## src/rtl/pwm_frac_pkg.sv

```systemverilog
package pwm_frac_pkg;
  localparam int PKG_NUM_TMR = 4;
  localparam int PKG_CNT_W   = 20;
  localparam int PKG_FRAC_W  = 4;
endpackage

```

## src/rtl/pwm_tmr_mux.sv

```systemverilog
module pwm_tmr_mux #(
  parameter int NUM_TMR = 4,
  parameter int CNT_W   = 20,
  parameter int SEL_W   = 2
) (
  input  logic [NUM_TMR*CNT_W-1:0] tmr_cnt_i,
  input  logic [NUM_TMR-1:0]       tmr_ovf_i,
  input  logic [SEL_W-1:0]         sel_i,
  output logic [CNT_W-1:0]         cnt_o,
  output logic                     ovf_o
);
  logic [CNT_W-1:0] cnt_arr [NUM_TMR];

  for (genvar g = 0; g < NUM_TMR; g++) begin : g_slice
    assign cnt_arr[g] = tmr_cnt_i[g*CNT_W +: CNT_W];
  end

  always_comb begin
    cnt_o = '0;
    ovf_o = 1'b0;
    for (int i = 0; i < NUM_TMR; i++) begin
      if (SEL_W'(i) == sel_i) begin
        cnt_o = cnt_arr[i];
        ovf_o = tmr_ovf_i[i];
      end
    end
  end
endmodule

```

## src/rtl/pwm_frac_sched.sv

```systemverilog
module pwm_frac_sched #(
  parameter int CNT_W  = 20,
  parameter int FRAC_W = 4,
  localparam int DUTY_W = CNT_W + 1 + FRAC_W,
  localparam int LO_W   = CNT_W + 2
) (
  input  logic              clk,
  input  logic              rst_n,
  input  logic              ovf_i,
  input  logic [CNT_W-1:0]  hi_i,
  input  logic [DUTY_W-1:0] duty_i,
  output logic [CNT_W-1:0]  hi_o,
  output logic [LO_W-1:0]   lo_o
);
  logic [FRAC_W-1:0] phase_q;
  logic [FRAC_W-1:0] frac;
  logic [FRAC_W-1:0] mix;
  logic              extra;
  logic [LO_W-1:0]   lo_next;

  assign frac  = duty_i[FRAC_W-1:0];
  // low bits of phase*frac plus frac carry out exactly when mix > ~frac
  assign mix   = phase_q * frac;
  assign extra = (mix > ~frac);
  assign lo_next = LO_W'(hi_i) + LO_W'(duty_i[DUTY_W-1:FRAC_W]) + LO_W'(extra);

  always_ff @(posedge clk) begin
    if (!rst_n) begin
      phase_q <= '0;
      hi_o    <= '0;
      lo_o    <= '0;
    end else if (ovf_i) begin
      phase_q <= phase_q + 1'b1;
      hi_o    <= hi_i;
      lo_o    <= lo_next;
    end
  end

  assert_shadow_hold_R7: assert property (@(posedge clk) disable iff (!rst_n)
    !ovf_i |=> ($stable(hi_o) && $stable(lo_o)));

  assert_phase_step_R6: assert property (@(posedge clk) disable iff (!rst_n)
    ovf_i |=> (phase_q == FRAC_W'($past(phase_q) + 1'b1)));
endmodule

```

## src/rtl/pwm_out_stage.sv

```systemverilog
module pwm_out_stage #(
  parameter int CNT_W = 20,
  parameter int LO_W  = 22
) (
  input  logic             clk,
  input  logic             rst_n,
  input  logic [CNT_W-1:0] cnt_i,
  input  logic [CNT_W-1:0] hi_i,
  input  logic [LO_W-1:0]  lo_i,
  input  logic             en_i,
  input  logic             idle_i,
  output logic             pwm_o
);
  logic run_q;
  logic act_q;
  logic hit_hi;
  logic hit_lo;

  assign hit_hi = (cnt_i == hi_i);
  assign hit_lo = (LO_W'(cnt_i) == lo_i);

  always_ff @(posedge clk) begin
    if (!rst_n || !en_i) begin
      run_q <= 1'b0;
      act_q <= 1'b0;
    end else begin
      if (hit_hi) run_q <= 1'b1;
      if (hit_hi && !hit_lo) act_q <= 1'b1;
      else if (hit_lo)       act_q <= 1'b0;
    end
  end

  assign pwm_o = run_q ? act_q : idle_i;

  assert_idle_when_off_R2: assert property (@(posedge clk) disable iff (!rst_n)
    !en_i |=> (pwm_o == idle_i));

  assert_rise_at_high_R3: assert property (@(posedge clk) disable iff (!rst_n)
    $rose(act_q) |-> ($past(hit_hi) && !$past(hit_lo)));

  assert_fall_at_low_R4: assert property (@(posedge clk) disable iff (!rst_n)
    ($fell(act_q) && $past(en_i)) |-> $past(hit_lo));

  assert_rearm_on_match_R8: assert property (@(posedge clk) disable iff (!rst_n)
    $rose(run_q) |-> $past(hit_hi));
endmodule

```

## src/rtl/pwm_frac_channel.sv

```systemverilog
module pwm_frac_channel
  import pwm_frac_pkg::*;
#(
  parameter int NUM_TMR = PKG_NUM_TMR,
  parameter int CNT_W   = PKG_CNT_W,
  parameter int FRAC_W  = PKG_FRAC_W,
  localparam int SEL_W  = (NUM_TMR > 1) ? $clog2(NUM_TMR) : 1,
  localparam int DUTY_W = CNT_W + 1 + FRAC_W,
  localparam int LO_W   = CNT_W + 2
) (
  input  logic                     clk,
  input  logic                     rst_n,
  input  logic [NUM_TMR*CNT_W-1:0] tmr_cnt_i,
  input  logic [NUM_TMR-1:0]       tmr_ovf_i,
  input  logic [SEL_W-1:0]         tmr_sel_i,
  input  logic                     out_en_i,
  input  logic                     idle_lvl_i,
  input  logic [CNT_W-1:0]         hi_pt_i,
  input  logic [DUTY_W-1:0]        duty_i,
  output logic                     pwm_o
);
  logic [CNT_W-1:0] sel_cnt;
  logic             sel_ovf;
  logic [CNT_W-1:0] hi_sh;
  logic [LO_W-1:0]  lo_sh;

  pwm_tmr_mux #(.NUM_TMR(NUM_TMR), .CNT_W(CNT_W), .SEL_W(SEL_W)) u_mux (
    .tmr_cnt_i(tmr_cnt_i),
    .tmr_ovf_i(tmr_ovf_i),
    .sel_i    (tmr_sel_i),
    .cnt_o    (sel_cnt),
    .ovf_o    (sel_ovf)
  );

  pwm_frac_sched #(.CNT_W(CNT_W), .FRAC_W(FRAC_W)) u_sched (
    .clk   (clk),
    .rst_n (rst_n),
    .ovf_i (sel_ovf),
    .hi_i  (hi_pt_i),
    .duty_i(duty_i),
    .hi_o  (hi_sh),
    .lo_o  (lo_sh)
  );

  pwm_out_stage #(.CNT_W(CNT_W), .LO_W(LO_W)) u_out (
    .clk   (clk),
    .rst_n (rst_n),
    .cnt_i (sel_cnt),
    .hi_i  (hi_sh),
    .lo_i  (lo_sh),
    .en_i  (out_en_i),
    .idle_i(idle_lvl_i),
    .pwm_o (pwm_o)
  );

  assert_reset_idle_R9: assert property (@(posedge clk)
    !rst_n |=> (pwm_o == idle_lvl_i));
endmodule

```

## config.mk

```make
export PLATFORM = sky130hd
export DESIGN_NAME = pwm_frac_channel
export DESIGN_NICKNAME = d
export VERILOG_FILES = /design/src/rtl/pwm_frac_pkg.sv /design/src/rtl/pwm_tmr_mux.sv /design/src/rtl/pwm_frac_sched.sv /design/src/rtl/pwm_out_stage.sv /design/src/rtl/pwm_frac_channel.sv
export SDC_FILE = /design/constraint.sdc
export NUM_CORES = 1
export LEC_CHECK = 0
export BUFFER_PORTS_ARGS = -buffer_cell sky130_fd_sc_hd__buf_4
export CORE_MARGIN = 10
export CORE_UTILIZATION = 51
export DETAILED_ROUTE_END_ITERATION = 8
export HOLD_SLACK_MARGIN = 0.03
export PLACE_DENSITY = 0.88
export SKIP_CTS_REPAIR_TIMING = 1
export SLEW_MARGIN = 20
export SYNTH_ARGS = -nofsm -noshare
export SYNTH_HDL_FRONTEND = slang
export SYNTH_SLANG_ARGS = --single-unit
```

## constraint.sdc

```tcl
create_clock -name clk -period 6.2 [get_ports clk]
set_clock_uncertainty 0.15 [all_clocks]
set_input_delay 0.93 -clock clk [delete_from_list [all_inputs] [get_ports clk]]
set_output_delay 0.93 -clock clk [all_outputs]
set_load 0.05 [all_outputs]
```

==> results.cfg <==
[global_route]
grt_max_degree = 53
overflow = 0
grt_pass1_vias = 4063
grt_usage = 0.2069
grt_pass1_wl_mm = 19.42
grt_antenna_before_repair = 0

[timing]
hold_viol_final = 0
fmax_mhz = 182.1
rsz0062_at_grt = false
period_minus_slack_ps = 5491
fin_tns_setup_ps = 0
tightest_slew_ps = 537.8
fin_crit_sh = 0.8857
final-setup-viol-count = 0
slew_headroom = 0.6368
slew_violations = 0
whs_ps = 307.9

[cells_and_area]
num-nets-final = 737
fill_cells = 605
layout_commonest_cell = buf_4
synthToLayoutAreaGrowth_pct = 29.55
layout-drive-gt1-share = 0.2909
n_antenna_cell = 0
fin_area_sq_um = 5085
layout_common_cells = buf_4, nand2_1, dfxtp_1

[clocking]
htree_num_levels = 2
clk_latency_ps = 300
cts.sinks = 48
path_clk_slew_ps = 90
cts_tree = yes
clockBufferDepth = 2
cts_made_buffers = 5
cts-root-buf = clkbuf_8

[floorplanning]
core_sq_um = 7370
dieArea_sq_um = 11600
ioPinCount = 136
die_h_um = 107.7
rows = 31
initial_utilization = 0.5326
die_w_um = 107.7

[synthesis]
post-synth-top-area-cell = dfxtp_1
yosys-top-cells-area = dfxtp_1, mux4_2, xnor2_1
async_flop_share = 0
synthCells = 447
yosysSeqAreaShare = 0.2448
synthFlopType = dfxtp_1
synth_top_area_share = 0.2448
syn_nets = 611
yosysWarnings = 0
synth_edf_count = 0
ys_seq_elements = 48
synth_cell_types = 46
avgSynthCellArea_sq_um = 8.781
netlist_area_sq_um = 3925

[place]
numPortBuffers = 135
dp_hpwl_mm = 10.03
gp_congestion = 0.9224
dpl_cell_area_sq_um = 4995

[setup_path]
end_kind = register
max_stage_delay_ps = 380
cp_top_family = adder cells
cp_data_required_time_ps = 6290
reg2reg_depth = 22
crit_type = input port to register
worst-path-buf-inv = 2
worst-path-max-fanout = 5
crit_arrival_ps = 5580
r2r_start = u_sched.phase_q[0]
critPathLaunchType = input port
cp_slowest_cell = fa_1
reg2reg_to = u_sched.lo_o[18]
cp_cell_sequence = buf_4, and2_1, ha_1, ha_1, ha_1, xnor2_1, xnor2_1, xnor2_1, ha_1, nand4_1, nor2_1, nor2_1, fa_1, inv_1, fa_1, nand2b_1, a21oi_1, o41ai_1, nand2_1, a41oi_2, a211oi_1, mux2_2, o21ai_0
regToRegSetupSlack_ps = 1040
cp_common_cell = ha_1

[hold_path]
min_from = u_out.run_q
whs_endpoint = u_out.run_q
hold_class = register to register
whs_path_depth = 2

[drt]
wl_mm = 12.33
first_pass_iters = 4
drc = 0
post_drt_via_cell_ratio = 5.782
antenna_left = 0
wire_per_inst_um = 18.33
route.vias.total = 3891
drt_iter0_drc = 230

[power]
ir_drop_v = 0.00009279
power.density_nw_per_um2 = 181.7
p_leak_uw = 0.002225

[outcome]
status = finished clean

[job]
maxCapViolCount = 0
[metal layers]
layer / vias up / track usage / part of all wire
met3: 28 / 0.06946 / 0.090
met2: 180 / 0.3634 / 0.49
met5: - / 0 / 0
li1: 1866 / - / -
met4: 0 / 0.06870 / 0.025
met1: 1817 / 0.2280 / 0.39
[per-stage QoR]
stage               std cells  worst slack [ps]  utilization  power (uW)
global route              673             517.0       0.6900       977.1
detailed placement        665             439.8       0.6778       731.0
finish                    673             708.6       0.6900       923.9
floorplan                 447              1148            -       599.8
global placement          665             761.4       0.6778       715.8
CTS                       673             733.4       0.6900       923.4
[kinds of logic after synthesis]
logic type,after synthesis,synth area share
flip-flops,48,0.2448
adder cells (fa/ha/maj),29,0.09627
buffers and inverters,29,0.03252
multiplexers,24,0.1278
XOR/XNOR,61,0.1361
AND/OR/NAND/NOR,152,0.1839
AO/OA/AOI/OAI,104,0.1785
[Yosys cell counts, drive strengths merged, types with 3 or more instances]
library cell,n
and2,15
xnor2,42
a31oi,5
mux4,20
o21ai,23
mux2,3
inv,11
nor4,6
nor3,5
o211ai,5
nand4,10
nor2,9
a21o,7
nand2b,5
ha,27
a211oi,7
nand2,84
clkbuf,8
a21boi,28
xor2,19
a21oi,15
buf,10
dfxtp,48
nand3,9
[worst max path at each step]
stage	start	to	cells past startpoint
2_1_floorplan	duty_i[1]	u_sched.lo_o[18]	22
3_3_place_gp	duty_i[1]	u_sched.lo_o[18]	23
3_5_place_dp	duty_i[1]	u_sched.lo_o[18]	23
4_1_cts	duty_i[1]	u_sched.lo_o[18]	23
5_1_grt	duty_i[1]	u_sched.lo_o[18]	23
6_report	duty_i[1]	u_sched.lo_o[18]	23
[power by group]
group / switching (uW) / total, uW / internal [uW]
sequential: 23.2 / 362 / 338
clock: 105 / 196 / 91.2
combinational: 178 / 366 / 188
[worst register-to-register path, stage by stage, from the launching register on]
cell and delay, ps:
dfxtp_1 470, and2_1 170, ha_1 230, ha_1 280, ha_1 210, xnor2_1 200
xnor2_1 180, xnor2_1 160, ha_1 280, nand4_1 100, nor2_1 50, nor2_1 130
fa_1 230, inv_1 70, fa_1 380, nand2b_1 190, a21oi_1 280, o41ai_1 130
nand2_1 150, a41oi_2 220, a211oi_1 320, mux2_2 370, o21ai_0 130
[final cells by class]
class / instances / area, sq um / area share
Inverter: 11 / 41.29 / 0.008120
Sequential cell: 48 / 960.9 / 0.1890
Tap cell: 99 / 123.9 / 0.02436
Clock buffer: 8 / 90.09 / 0.01772
Timing Repair Buffer: 137 / 1028 / 0.2023
Multi-Input combinational cell: 370 / 2840 / 0.5586
[state kept, by name, summed over array words and instances, names as in the netlist]
| name | count |
|---|---|
| u_out.act_q | 1 |
| u_sched.hi_o | 20 |
| u_sched.phase_q | 4 |
| u_sched.lo_o | 22 |
| u_out.run_q | 1 |
No activity file was read; power rests on OpenSTA's default activity.
